## src/rtl/thermo_pkg.sv

```systemverilog
package thermo_pkg;

    typedef enum logic [1:0] {
        FMT_BIN     = 2'b00,
        FMT_OFS     = 2'b01,
        FMT_OFS_INV = 2'b10,
        FMT_BIN_INV = 2'b11
    } fmt_e;

    // Format bit that complements the top bit of the code.
    function automatic logic flips_msb(input logic [1:0] fmt);
        return fmt[0];
    endfunction

    // Format bit that complements every bit below the top one.
    function automatic logic flips_lsbs(input logic [1:0] fmt);
        return fmt[1];
    endfunction

endpackage

```

## src/rtl/thermo_bubble_vote.sv

```systemverilog
module thermo_bubble_vote #(
    parameter int LEVELS = 127,
    parameter bit ENABLE = 1'b1
) (
    input  logic [LEVELS-1:0] raw_i,
    output logic [LEVELS-1:0] clean_o
);

    localparam int EXT_W = LEVELS + 2;

    // Padded vector: a virtual 1 below the first comparator and a virtual 0 above the last.
    logic [EXT_W-1:0] ext;
    assign ext = {1'b0, raw_i, 1'b1};

    generate
        if (ENABLE) begin : g_vote
            for (genvar i = 0; i < LEVELS; i++) begin : g_bit
                logic lo, mid, hi;
                assign lo  = ext[i];
                assign mid = ext[i+1];
                assign hi  = ext[i+2];
                assign clean_o[i] = (lo & mid) | (mid & hi) | (lo & hi);
            end
        end else begin : g_pass
            assign clean_o = ext[LEVELS:1];
        end
    endgenerate

endmodule

```

## src/rtl/thermo_edge_find.sv

```systemverilog
module thermo_edge_find #(
    parameter int LEVELS = 127
) (
    input  logic [LEVELS-1:0] therm_i,
    output logic [LEVELS-1:0] hot_o    // hot_o[i] marks a count of i+1
);

    generate
        for (genvar i = 0; i < LEVELS; i++) begin : g_edge
            if (i == LEVELS - 1) begin : g_top
                assign hot_o[i] = therm_i[i];
            end else begin : g_mid
                assign hot_o[i] = therm_i[i] & ~therm_i[i+1];
            end
        end
    endgenerate

endmodule

```

## src/rtl/thermo_onehot_bin.sv

```systemverilog
module thermo_onehot_bin #(
    parameter int LEVELS   = 127,
    parameter int RES_BITS = 7
) (
    input  logic [LEVELS-1:0]   hot_i,
    output logic [RES_BITS-1:0] bin_o
);

    always_comb begin
        bin_o = '0;
        for (int i = 0; i < LEVELS; i++) begin
            logic [RES_BITS-1:0] val;
            val = RES_BITS'(i + 1);
            if (hot_i[i]) begin
                bin_o = bin_o | val;
            end
        end
    end

endmodule

```

## src/rtl/thermo_code_format.sv

```systemverilog
module thermo_code_format
    import thermo_pkg::*;
#(
    parameter int RES_BITS = 7
) (
    input  logic [RES_BITS-1:0] bin_i,
    input  logic [1:0]          fmt_i,
    output logic [RES_BITS-1:0] code_o
);

    localparam int LOW_W = RES_BITS - 1;

    logic [RES_BITS-1:0] flip;

    always_comb begin
        flip = {flips_msb(fmt_i), {LOW_W{flips_lsbs(fmt_i)}}};
        code_o = bin_i ^ flip;
    end

endmodule

```

## src/rtl/thermo_code_encoder.sv

```systemverilog
module thermo_code_encoder #(
    parameter int RES_BITS      = 7,
    parameter bit BUBBLE_FILTER = 1'b1,
    parameter int LEVELS        = (1 << RES_BITS) - 1
) (
    input  logic                clk,
    input  logic                rst_n,
    input  logic                sample_en,
    input  logic [1:0]          fmt_i,
    input  logic [LEVELS-1:0]   thermo_i,
    output logic [RES_BITS-1:0] code_o
);

    typedef struct packed {
        logic [LEVELS-1:0] therm;
    } state_t;

    state_t st_d, st_q;

    always_comb begin
        st_d = st_q;
        if (sample_en) begin
            st_d.therm = thermo_i;
        end
    end

    always_ff @(posedge clk or negedge rst_n) begin
        if (!rst_n) begin
            st_q <= '0;
        end else begin
            st_q <= st_d;
        end
    end

    logic [LEVELS-1:0]   voted;
    logic [LEVELS-1:0]   hot;
    logic [RES_BITS-1:0] bin_code;

    thermo_bubble_vote #(.LEVELS(LEVELS), .ENABLE(BUBBLE_FILTER)) u_vote (
        .raw_i   (st_q.therm),
        .clean_o (voted)
    );

    thermo_edge_find #(.LEVELS(LEVELS)) u_edge (
        .therm_i (voted),
        .hot_o   (hot)
    );

    thermo_onehot_bin #(.LEVELS(LEVELS), .RES_BITS(RES_BITS)) u_bin (
        .hot_i (hot),
        .bin_o (bin_code)
    );

    thermo_code_format #(.RES_BITS(RES_BITS)) u_fmt (
        .bin_i  (bin_code),
        .fmt_i  (fmt_i),
        .code_o (code_o)
    );

endmodule

```

## config.mk

```make
export PLATFORM = sky130hd
export DESIGN_NAME = thermo_code_encoder
export DESIGN_NICKNAME = d
export VERILOG_FILES = /design/src/rtl/thermo_pkg.sv /design/src/rtl/thermo_bubble_vote.sv /design/src/rtl/thermo_edge_find.sv /design/src/rtl/thermo_onehot_bin.sv /design/src/rtl/thermo_code_format.sv /design/src/rtl/thermo_code_encoder.sv
export SDC_FILE = /design/constraint.sdc
export NUM_CORES = 1
export LEC_CHECK = 0
export ABC_AREA = 0
export BUFFER_PORTS_ARGS = -buffer_cell sky130_fd_sc_hd__buf_2
export CORE_ASPECT_RATIO = 1.1
export CORE_UTILIZATION = 45
export DETAILED_ROUTE_END_ITERATION = 6
export PLACE_DENSITY_LB_ADDON = 0.08
export SLEW_MARGIN = 25
export SYNTH_ARGS = -nofsm -noshare
export SYNTH_HDL_FRONTEND = slang
export SYNTH_SLANG_ARGS = --single-unit
```

## constraint.sdc

```tcl
create_clock -name clk -period 2.95 [get_ports clk]
set_clock_uncertainty 0.05 [all_clocks]
set_input_delay 0.885 -clock clk [delete_from_list [all_inputs] [get_ports clk]]
set_output_delay 0.885 -clock clk [all_outputs]
set_load 0.03 [all_outputs]
```

==> impl_metrics.env, run 1 <==
export IMPL_outcome="complete, but fails checks"
export IMPL_violations_in_the_final_reports="setup timing"
export IMPL_synthToLayoutAreaGrowth_pct=49.9
export IMPL_comb_power_share=0.336
export IMPL_drt_drc_violations_left=0
export IMPL_yosys_register_bits=127
export IMPL_numClockSinks=127
export IMPL_die_area_mm2=0.0181
export IMPL_ctsHtreeMaxLevel=4
export IMPL_worstRegToRegCells=3
export IMPL_maximum_number_of_pins_on_one_net_before_global_route_repair=53
export IMPL_dpl_worst_slack_ns=-0.498
export IMPL_most_flop_heavy_register="st_q"
export IMPL_routedWlPerCell_um=18.5
export IMPL_synth_avg_cell_area_um2=10.2
export IMPL_insertedDiodeCount=0
export IMPL_layout_top_registers="st_q: 127 flops"
export IMPL_final_critical_path_setup_slack_ns=-0.780
export IMPL_tritoncts_clock_tree="done"
export IMPL_setup_violations=7
export IMPL_multiInputGateArea_mm2=0.00501
export IMPL_design_portCount=139
export IMPL_worst_ir_drop_vdd_v=0.000416
export IMPL_grt_pass1_wl_um=40000
export IMPL_worst_slew_pin_slew_ns=0.634
export IMPL_final_hold_violation_count=0
export IMPL_drt_initial_drc_count=475
export IMPL_finalCritPeriodShare=1.26
export IMPL_utilization=0.694
export IMPL_seq_cell_area_mm2=0.00320
export IMPL_cp_slowest_stage_delay_ns=0.53
export IMPL_vias=7478
export IMPL_maxCapViolCount=0
export IMPL_nets=1275
export IMPL_grt_pass1_vias=7763
export IMPL_grt_setup_unrepaired="yes"
export IMPL_clk_path_buf_depth=2
export IMPL_initial_core_utilization=0.463
export IMPL_adder_and_majority_cell_fraction_of_the_synthesized_area=0.00127
export IMPL_netlist_instances=775
export IMPL_routed_via_density=5.38
export IMPL_hold_path_class="primary input to async pin"
export IMPL_postSynthNetCount=907
export IMPL_antenna_found_initial=0
export IMPL_post_cts_hold_buffer_count=0
export IMPL_fp_dieW_um=128
export IMPL_drt_pre_antenna_iters=5
export IMPL_globalRouteTotalUtil=0.292
export IMPL_largest_reg_flops=127
export IMPL_power_switching_share=0.309
export IMPL_die_h_um=141
export IMPL_cts_buffers=17
export IMPL_cp_slowest_cell="sky130_fd_sc_hd__or4_1"
export IMPL_worst_setup_hold_path_clk_slew_ns=0.06
export IMPL_fillers=1342
export IMPL_simple_gate_share_of_the_synthesized_area=0.227
export IMPL_gr_total_overflow=0
export IMPL_synth_compound_gate_area_share=0.0858
export IMPL_minimum_clock_period_ns=3.73
export IMPL_crit_path_cell_trace="nand2b_4 -> a21oi_1 -> a31oi_1 -> o2111ai_1 -> or4_1 -> or3_4 -> xor2_4 -> buf_6"
export IMPL_wire_length_reported_by_the_detailed_router_um=25800
export IMPL_clock_fmax_mhz=268
export IMPL_p_seq_frac=0.335
export IMPL_clk_tree_root_cell="sky130_fd_sc_hd__clkbuf_16"
export IMPL_worst_endpoint_arrival_ns=2.80
export IMPL_std_cell_rows=50
export IMPL_finalMaxSlewViolations=0
export IMPL_power_switching_mw=2.00
export IMPL_synthMuxAreaShare=0.154
export IMPL_crit_fanout=4
export IMPL_async_flop_share=1.00
export IMPL_synth_seq_area_share=0.402
export IMPL_netlist_area_mm2=0.00790
export IMPL_synth_xor_area_frac=0.0963
export IMPL_layout_drive_gt1_share=0.538
export IMPL_detailed_place_hpwl_um=19700
export IMPL_r2r_start="st_q[79]$_DFFE_PN0P_"
export IMPL_netlist_cell_type_count=61
export IMPL_ant_nets=0
export IMPL_setup_tns_final_ns=-4.78
export IMPL_design_core_area_mm2=0.0171
export IMPL_power_leakage_nw=5.24
export IMPL_synth_enable_flop_cells=0
export IMPL_hold_slack_ns=0.410
export IMPL_startpoint="st_q[124]$_DFFE_PN0P_"
export IMPL_numPortBuffers=138
export IMPL_clk_latency_ns=0.42
export IMPL_power_clock_fraction=0.329
export IMPL_timing_critical_path_to_type="output port"
export IMPL_crit_path_start_kind="flop"
export IMPL_slew_headroom=0.576
export IMPL_worst_ep_required_time_ns=2.02
export IMPL_synth_top_family_by_area="simple AND/OR/NAND/NOR gates"
export IMPL_yosysWarningCount=0
export IMPL_endpoint="code_o[0]"
export IMPL_power_density_mw_per_mm2=546
export IMPL_worstReg2RegEnd="st_q[79]$_DFFE_PN0P_"
export IMPL_ys_dominant_reg_cell="sky130_fd_sc_hd__dfrtp_1"
export IMPL_reg2reg_slack_ns=1.83
export IMPL_gpl_final_weighted_congestion=0.964
export IMPL_power_report_internal_total_mw=4.46
export IMPL_timing_setup_critical_path_class="flop to output port"
synth_stat cells (all sizes together), types with 2 or more instances:
library cell | count | share of area
nand2 | 44 | 0.021
nor4bb | 25 | 0.032
a311oi | 2 | 0.0022
a211oi | 5 | 0.0048
nand4bb | 3 | 0.0043
nor4 | 14 | 0.012
o32ai | 11 | 0.012
or4 | 3 | 0.0033
xor2 | 22 | 0.024
and3 | 5 | 0.0041
nor3b | 30 | 0.028
nor2b | 3 | 0.0024
a31oi | 8 | 0.0063
a21oi | 23 | 0.015
nor4b | 8 | 0.0089
nand2b | 34 | 0.027
mux2 | 108 | 0.15
buf | 5 | 0.0041
o21ai | 26 | 0.016
clkbuf | 31 | 0.015
o2bb2ai | 2 | 0.0022
nand4 | 11 | 0.0087
nor3 | 30 | 0.020
nand3 | 15 | 0.0095
dfrtp | 127 | 0.40
inv | 22 | 0.010
and4 | 5 | 0.0057
xnor2 | 64 | 0.072
or3 | 6 | 0.0048
o22ai | 14 | 0.011
nor2 | 34 | 0.016
nand3b | 11 | 0.010
o311ai | 2 | 0.0022
nand4b | 2 | 0.0022
a2111oi | 3 | 0.0033
per-layer routing:
layer  part of all wire  GRT usage
met3              0.037     0.0482
met2               0.51      0.511
met4              0.025      0.119
met5                  0          0
met1               0.43      0.353
area by class of cell:
cell class / count / area share
Multi-Input combinational cell: 589 / 0.423
Clock inverter: 9 / 0.00908
Timing Repair Buffer: 386 / 0.225
Tap cell: 234 / 0.0247
Inverter: 22 / 0.00697
Clock buffer: 23 / 0.0412
Sequential cell: 127 / 0.270
power by group through the flow:
| stage | sequential [mW] | combinational (mW) | clock (mW) |
|---|---|---|---|
| 6_report | 2.17 | 2.17 | 2.13 |
| 4_1_cts | 2.15 | 2.05 | 2.15 |
| 5_1_grt | 2.19 | 2.32 | 2.23 |
| 2_1_floorplan | 2.13 | 0.960 | 0 |
| 3_5_place_dp | 2.17 | 1.88 | 0 |
| 3_3_place_gp | 2.16 | 1.85 | 0 |
critical path, delay by kind of cell, from the launching register on:
| kind | cells | cell delay (ns) |
|---|---|---|
| and+or+nand+nor | 3 | 1.13 |
| buffers and inverters | 1 | 0.15 |
| DFF | 1 | 0.43 |
| AOI/OAI and AO/OA | 3 | 0.49 |
| xor gates and xnor gates | 1 | 0.16 |
cells by family after synthesis:
| group | after synthesis |
|---|---|
| multiplexers | 108 |
| buffers and inverters | 59 |
| XOR/XNOR | 86 |
| adder cells (fa/ha/maj) | 1 |
| AND/OR/NAND/NOR | 289 |
| AO/OA/AOI/OAI | 105 |
| flip-flops | 127 |
placed cells by master (no fill, tap or decap), types with 7 or more instances in the layout:
master	instances
sky130_fd_sc_hd__nor4b_1	7
sky130_fd_sc_hd__nor3b_1	23
sky130_fd_sc_hd__inv_1	21
sky130_fd_sc_hd__buf_4	242
sky130_fd_sc_hd__o32ai_1	9
sky130_fd_sc_hd__a21oi_2	7
sky130_fd_sc_hd__xnor2_2	14
sky130_fd_sc_hd__dfrtp_1	113
sky130_fd_sc_hd__clkbuf_16	17
sky130_fd_sc_hd__mux2_2	108
sky130_fd_sc_hd__xor2_1	19
sky130_fd_sc_hd__xnor2_1	48
sky130_fd_sc_hd__nor4bb_1	24
sky130_fd_sc_hd__dfrtp_2	14
sky130_fd_sc_hd__nand2b_1	29
sky130_fd_sc_hd__nor3_1	25
sky130_fd_sc_hd__nor2_1	34
sky130_fd_sc_hd__nand4_1	11
sky130_fd_sc_hd__buf_2	129
sky130_fd_sc_hd__a21oi_1	16
sky130_fd_sc_hd__buf_6	11
sky130_fd_sc_hd__nor4_4	7
sky130_fd_sc_hd__o21ai_0	24
sky130_fd_sc_hd__nand2_1	43
sky130_fd_sc_hd__nand3_1	9
sky130_fd_sc_hd__nand3b_1	11
sky130_fd_sc_hd__o22ai_1	14
per-stage QoR:
step	instance area, µm²	power (mW)	cells
2_1_floorplan	8030	3.09	775
3_3_place_gp	10600	4.01	1335
3_5_place_dp	10600	4.05	1335
4_1_cts	11600	6.35	1383
5_1_grt	11800	6.75	1390
6_report	11800	6.46	1390
timing repair:
| item | 4_1_cts | 5_1_grt |
|---|---|---|
| gates resized for setup | 65 | 46 |
| endpoints found under the setup margin | 7 | 7 |
| pin swaps | 37 | 44 |
| setup buffers | 18 | 10 |
how the worst min path moves through the flow:
stage | endpoint | slack [ns] | cells past startpoint
finish | st_q[29]$_DFFE_PN0P_ | 0.41 | 1
global route | st_q[25]$_DFFE_PN0P_ | 0.44 | 1
CTS | st_q[29]$_DFFE_PN0P_ | 0.42 | 1
detailed placement | st_q[52]$_DFFE_PN0P_ | 0.48 | 1
global placement | st_q[52]$_DFFE_PN0P_ | 0.46 | 1
floorplan | st_q[0]$_DFFE_PN0P_ | 0.47 | 1
Power figures use the tool's default switching activity.
==> inputs of run 2 (changes only) <==
==> constraint.sdc (replaced) <==
create_clock -name clk -period 2.95 [get_ports clk]
set_clock_uncertainty 0.05 [all_clocks]
set_input_delay 0.885 -clock clk [delete_from_list [all_inputs] [get_ports clk]]
set_output_delay 0.885 -clock clk [all_outputs]
set_load 0.1 [all_outputs]
==> impl_metrics.env, run 2 (synthesized netlist as in run 1, its figures left out) <==
export IMPL_final_critical_path_setup_slack_ns=-0.801
export IMPL_maxCapViolCount=0
export IMPL_numClockSinks=127
export IMPL_insertedDiodeCount=0
export IMPL_clock_fmax_mhz=267
export IMPL_timing_critical_path_to_type="output port"
export IMPL_layout_commonest_cell="sky130_fd_sc_hd__buf_4"
export IMPL_power_leakage_nw=5.43
export IMPL_drt_initial_drc_count=380
export IMPL_die_h_um=141
export IMPL_worst_setup_hold_path_clk_slew_ns=0.06
export IMPL_grt_setup_unrepaired="yes"
export IMPL_setup_tns_final_ns=-5.23
export IMPL_ctsHtreeMaxLevel=4
export IMPL_worst_slew_pin_slew_ns=0.697
export IMPL_numPortBuffers=138
export IMPL_violations_in_the_final_reports="setup timing"
export IMPL_ant_nets=0
export IMPL_hold_path_class="primary input to async pin"
export IMPL_gr_total_overflow=0
export IMPL_crit_fanout=3
export IMPL_worstRegToRegCells=2
export IMPL_gpl_final_weighted_congestion=0.923
export IMPL_maximum_number_of_pins_on_one_net_before_global_route_repair=68
export IMPL_finalCritPeriodShare=1.27
export IMPL_cp_slowest_cell="sky130_fd_sc_hd__or4_4"
export IMPL_post_dp_cell_area_mm2=0.0108
export IMPL_cts_buffers=17
export IMPL_routed_via_density=5.45
export IMPL_clk_path_buf_depth=2
export IMPL_nets=1288
export IMPL_layout_drive_gt1_share=0.548
export IMPL_design_portCount=139
export IMPL_setup_violations=7
export IMPL_crit_path_cell_trace="xnor2_2 -> nor3b_2 -> a31oi_1 -> buf_4 -> o21ai_2 -> or4_4 -> or3_4 -> xor2_4 -> buf_12"
export IMPL_post_cts_hold_buffer_count=0
export IMPL_slew_headroom=0.534
export IMPL_worst_ir_drop_vdd_v=0.000434
export IMPL_vias=7644
export IMPL_final_hold_violation_count=0
export IMPL_crit_path_start_kind="flop"
export IMPL_finalMaxSlewViolations=0
export IMPL_globalRouteTotalUtil=0.304
export IMPL_reg2reg_slack_ns=1.84
export IMPL_die_area_mm2=0.0181
export IMPL_detailed_place_hpwl_um=20100
export IMPL_timing_setup_critical_path_class="flop to output port"
export IMPL_grt_pass1_wl_um=42000
export IMPL_worst_ep_required_time_ns=2.02
export IMPL_fp_dieW_um=128
export IMPL_synthToLayoutAreaGrowth_pct=54.8
export IMPL_most_flop_heavy_register="st_q"
export IMPL_design_core_area_mm2=0.0171
export IMPL_worstReg2RegEnd="st_q[93]$_DFFE_PN0P_"
export IMPL_hold_slack_ns=0.349
export IMPL_routedWlPerCell_um=18.8
export IMPL_initial_core_utilization=0.463
export IMPL_largest_reg_flops=127
export IMPL_minimum_clock_period_ns=3.75
export IMPL_final_cell_mix="sky130_fd_sc_hd__buf_4 (250), sky130_fd_sc_hd__buf_2 (129), sky130_fd_sc_hd__dfrtp_1 (116)"
export IMPL_total_power_mw=6.88
export IMPL_finalInstanceArea_mm2=0.0122
export IMPL_outcome="complete, but fails checks"
export IMPL_clk_tree_root_cell="sky130_fd_sc_hd__clkbuf_16"
export IMPL_dpl_worst_slack_ns=-0.652
export IMPL_power_density_mw_per_mm2=562
export IMPL_std_cell_rows=50
export IMPL_wire_length_reported_by_the_detailed_router_um=26400
export IMPL_r2r_start="st_q[93]$_DFFE_PN0P_"
export IMPL_layout_top_registers="st_q: 127 flops"
export IMPL_tritoncts_clock_tree="done"
export IMPL_cp_slowest_stage_delay_ns=0.55
export IMPL_antenna_found_initial=0
export IMPL_drt_pre_antenna_iters=5
export IMPL_grt_pass1_vias=7971
export IMPL_drt_drc_violations_left=0
export IMPL_worst_endpoint_arrival_ns=2.82
export IMPL_clk_latency_ns=0.42
==> run 2: changes by cell type in the layout (fill, tap and decap cells not counted), moves of 3 or more <==
cell                        before  now
sky130_fd_sc_hd__nor3b_1        23   26
sky130_fd_sc_hd__dfrtp_1       113  116
sky130_fd_sc_hd__buf_6          11    8
sky130_fd_sc_hd__bufinv_16       2    5
sky130_fd_sc_hd__buf_12          4   12
sky130_fd_sc_hd__xnor2_2        14   10
sky130_fd_sc_hd__buf_4         242  250
sky130_fd_sc_hd__xnor2_4         2    7
sky130_fd_sc_hd__dfrtp_2        14   11
==> run 2: critical path, delay by kind of cell, from the launching register on <==
family | cells | cell delay (ns)
compound gates | 2 | 0.20
buf+inv | 2 | 0.35
flops | 1 | 0.43
simple gates | 3 | 1.06
xor+xnor | 2 | 0.34
==> run 2: how the worst max path moves through the flow <==
stage	start	to	slack, ns	depth (start not counted)
detailed placement	st_q[125]$_DFFE_PN0P_	code_o[0]	-0.65	8
floorplan	st_q[26]$_DFFE_PN0P_	code_o[0]	-0.44	8
finish	st_q[91]$_DFFE_PN0P_	code_o[0]	-0.80	9
global placement	st_q[125]$_DFFE_PN0P_	code_o[0]	-0.56	8
CTS	st_q[86]$_DFFE_PN0P_	code_o[0]	-0.78	9
global route	st_q[54]$_DFFE_PN0P_	code_o[4]	-0.96	10
==> run 2: where the power goes <==
group / switching (mW) / internal (mW) / total, mW
clock: 0.848 / 1.55 / 2.40
combinational: 1.02 / 1.29 / 2.31
sequential: 0.252 / 1.92 / 2.17
==> run 2: cell type report <==
class / count / area [µm²]
fillers: 1315 / 4840
clock buffers: 20 / 457
multi-input cells: 589 / 5150
clock inverters: 12 / 206
flip-flops and latches: 127 / 3190
well taps: 234 / 293
repair buffers: 399 / 2850
inverters: 22 / 82.6
==> run 2: metrics by stage <==
| stage | utilization | cells |
|---|---|---|
| 6_report | 0.716 | 1403 |
| 3_5_place_dp | 0.632 | 1338 |
| 2_1_floorplan | - | 775 |
| 4_1_cts | 0.701 | 1398 |
| 5_1_grt | 0.716 | 1403 |
| 3_3_place_gp | 0.632 | 1338 |
==> run 2: repair_timing <==
action	in CTS	in global routing
setup buffers	28	6
gates resized for setup	59	42
pin swaps	46	25
setup endpoints to repair	7	7
hold endpoints to repair	0	0
==> run 2: per-layer routing <==
| layer | part of all wire | track usage | vias up |
|---|---|---|---|
| met3 | 0.041 | 0.0452 | 37 |
| met1 | 0.42 | 0.378 | 3779 |
| met4 | 0.019 | 0.0954 | 0 |
| met2 | 0.52 | 0.537 | 202 |
| li1 | - | - | 3626 |
| met5 | 0 | 0 | - |
==> inputs of run 3 (changes only) <==
--- a/config.mk
+++ b/config.mk
@@ -10,6 +10,7 @@
 export CORE_ASPECT_RATIO = 1.1
 export CORE_UTILIZATION = 45
 export DETAILED_ROUTE_END_ITERATION = 6
+export GPL_TIMING_DRIVEN = 0
 export PLACE_DENSITY_LB_ADDON = 0.08
 export SLEW_MARGIN = 25
 export SYNTH_ARGS = -nofsm -noshare
==> impl_metrics.env, run 3 (synthesized netlist as in run 1, its figures left out) <==
export IMPL_finalCritPeriodShare=1.29
export IMPL_layout_drive_gt1_share=0.476
export IMPL_maxCapViolCount=0
export IMPL_maximum_number_of_pins_on_one_net_before_global_route_repair=68
export IMPL_utilization=0.626
export IMPL_routedWlPerCell_um=20.3
export IMPL_slew_headroom=0.369
export IMPL_r2r_start="st_q[43]$_DFFE_PN0P_"
export IMPL_insertedDiodeCount=0
export IMPL_final_cell_mix="sky130_fd_sc_hd__buf_2 (128), sky130_fd_sc_hd__mux2_2 (108), sky130_fd_sc_hd__dfrtp_1 (92)"
export IMPL_timing_setup_critical_path_class="flop to output port"
export IMPL_worst_ir_drop_vdd_v=0.000425
export IMPL_cts_buffers=17
export IMPL_largest_reg_flops=127
export IMPL_initial_core_utilization=0.463
export IMPL_outcome="complete, but fails checks"
export IMPL_cp_slowest_stage_delay_ns=0.52
export IMPL_crit_path_buffers_inverters=1
export IMPL_detailed_place_hpwl_um=18300
export IMPL_drt_initial_drc_count=543
export IMPL_final_hold_violation_count=0
export IMPL_layout_top_registers="st_q: 127 flops"
export IMPL_final_critical_path_setup_slack_ns=-0.854
export IMPL_power_density_mw_per_mm2=578
export IMPL_clk_latency_ns=0.42
export IMPL_violations_in_the_final_reports="setup timing"
export IMPL_crit_path_cell_trace="xor2_1 -> a31oi_2 -> o2111ai_2 -> or4_1 -> or3_4 -> xor2_4 -> buf_12"
export IMPL_crit_path_start_kind="flop"
export IMPL_worst_endpoint_arrival_ns=2.87
export IMPL_most_flop_heavy_register="st_q"
export IMPL_power_leakage_nw=4.40
export IMPL_gr_total_overflow=0
export IMPL_globalRouteTotalUtil=0.282
export IMPL_drt_pre_antenna_iters=6
export IMPL_worst_setup_hold_path_clk_slew_ns=0.06
export IMPL_clk_tree_root_cell="sky130_fd_sc_hd__clkbuf_16"
export IMPL_grt_pass1_vias=7029
export IMPL_clk_path_buf_depth=2
export IMPL_minimum_clock_period_ns=3.80
export IMPL_die_area_mm2=0.0181
export IMPL_grt_pass1_wl_um=38500
export IMPL_design_core_area_mm2=0.0171
export IMPL_wire_length_reported_by_the_detailed_router_um=24600
export IMPL_layout_commonest_cell="sky130_fd_sc_hd__buf_2"
export IMPL_numPortBuffers=136
export IMPL_worstRegToRegCells=2
export IMPL_crit_family="simple AND/OR/NAND/NOR gates"
export IMPL_nets=1098
export IMPL_worst_ep_required_time_ns=2.02
export IMPL_timing_critical_path_to_type="output port"
export IMPL_setup_violations=7
export IMPL_numClockSinks=127
export IMPL_finalMaxSlewViolations=0
export IMPL_crit_fanout=6
export IMPL_grt_setup_unrepaired="yes"
export IMPL_gpl_final_weighted_congestion=0.930
export IMPL_ctsHtreeMaxLevel=4
export IMPL_worstReg2RegEnd="st_q[43]$_DFFE_PN0P_"
export IMPL_fp_dieW_um=128
export IMPL_antenna_found_initial=0
export IMPL_clock_fmax_mhz=263
export IMPL_dpl_worst_slack_ns=-1.17
export IMPL_synthToLayoutAreaGrowth_pct=35.3
export IMPL_reg2reg_slack_ns=1.90
export IMPL_drt_drc_violations_left=0
export IMPL_design_portCount=139
export IMPL_tritoncts_clock_tree="done"
export IMPL_hold_path_class="primary input to async pin"
export IMPL_std_cell_rows=50
export IMPL_post_cts_hold_buffer_count=0
export IMPL_vias=7015
export IMPL_worst_slew_pin_slew_ns=0.947
export IMPL_routed_via_density=5.78
export IMPL_cp_slowest_cell="sky130_fd_sc_hd__or4_1"
export IMPL_die_h_um=141
export IMPL_ant_nets=0
run 3: cell count changes in the layout (fill, tap and decap cells not counted), sizes merged:
cell / previous run / this run
buf: 399 / 186
clkbuf: 20 / 42
clkinv: 4 / 7
bufinv: 5 / 3
run 3: through the flow:
step,cells,hold slack (ns),cell area [µm²],setup TNS (ns),power [mW]
floorplan,775,0.466,8130,-1.54,3.13
global placement,1145,0.510,9100,-86.87,3.57
detailed placement,1146,0.511,9140,-5.73,3.62
CTS,1208,0.354,10400,-5.72,6.07
global route,1213,0.373,10700,-5.97,6.44
finish,1213,0.335,10700,-5.35,6.18
run 3: worst max path at each step:
| stage | from | endpoint | cells past startpoint |
|---|---|---|---|
| 2_1_floorplan | st_q[26]$_DFFE_PN0P_ | code_o[0] | 8 |
| 3_3_place_gp | st_q[31]$_DFFE_PN0P_ | code_o[4] | 8 |
| 3_5_place_dp | st_q[31]$_DFFE_PN0P_ | code_o[4] | 8 |
| 4_1_cts | st_q[106]$_DFFE_PN0P_ | code_o[1] | 8 |
| 5_1_grt | st_q[86]$_DFFE_PN0P_ | code_o[4] | 8 |
| 6_report | st_q[99]$_DFFE_PN0P_ | code_o[0] | 7 |
run 3: timing repair:
item,4_1_cts,5_1_grt
resized for setup,109,46
endpoints found under the setup margin,7,7
setup buffers,37,9
pin swaps,41,29
run 3: cell type report:
cell class / instances / area (µm²)
clock buffer: 19 / 453
fill: 1407 / 6390
clock inverter: 13 / 161
timing repair buffer: 183 / 1170
tap: 234 / 293
multi-input combinational: 589 / 5150
sequential: 127 / 3220
inverter: 22 / 82.6
buffer: 26 / 154
run 3: metal layers:
layer	GRT usage	wire length, µm	vias up
li1	-	-	3241
met5	0	0	-
met3	0.0516	1220	32
met4	0.102	637	0
met1	0.359	10300	3525
met2	0.476	12400	217
run 3: report_power, final:
part	total (mW)	internal [mW]	leakage, nW	switching, mW
Sequential	2.24	1.92	1.46	0.318
Combinational	1.72	0.880	2.64	0.841
Clock	2.21	1.38	0.303	0.838
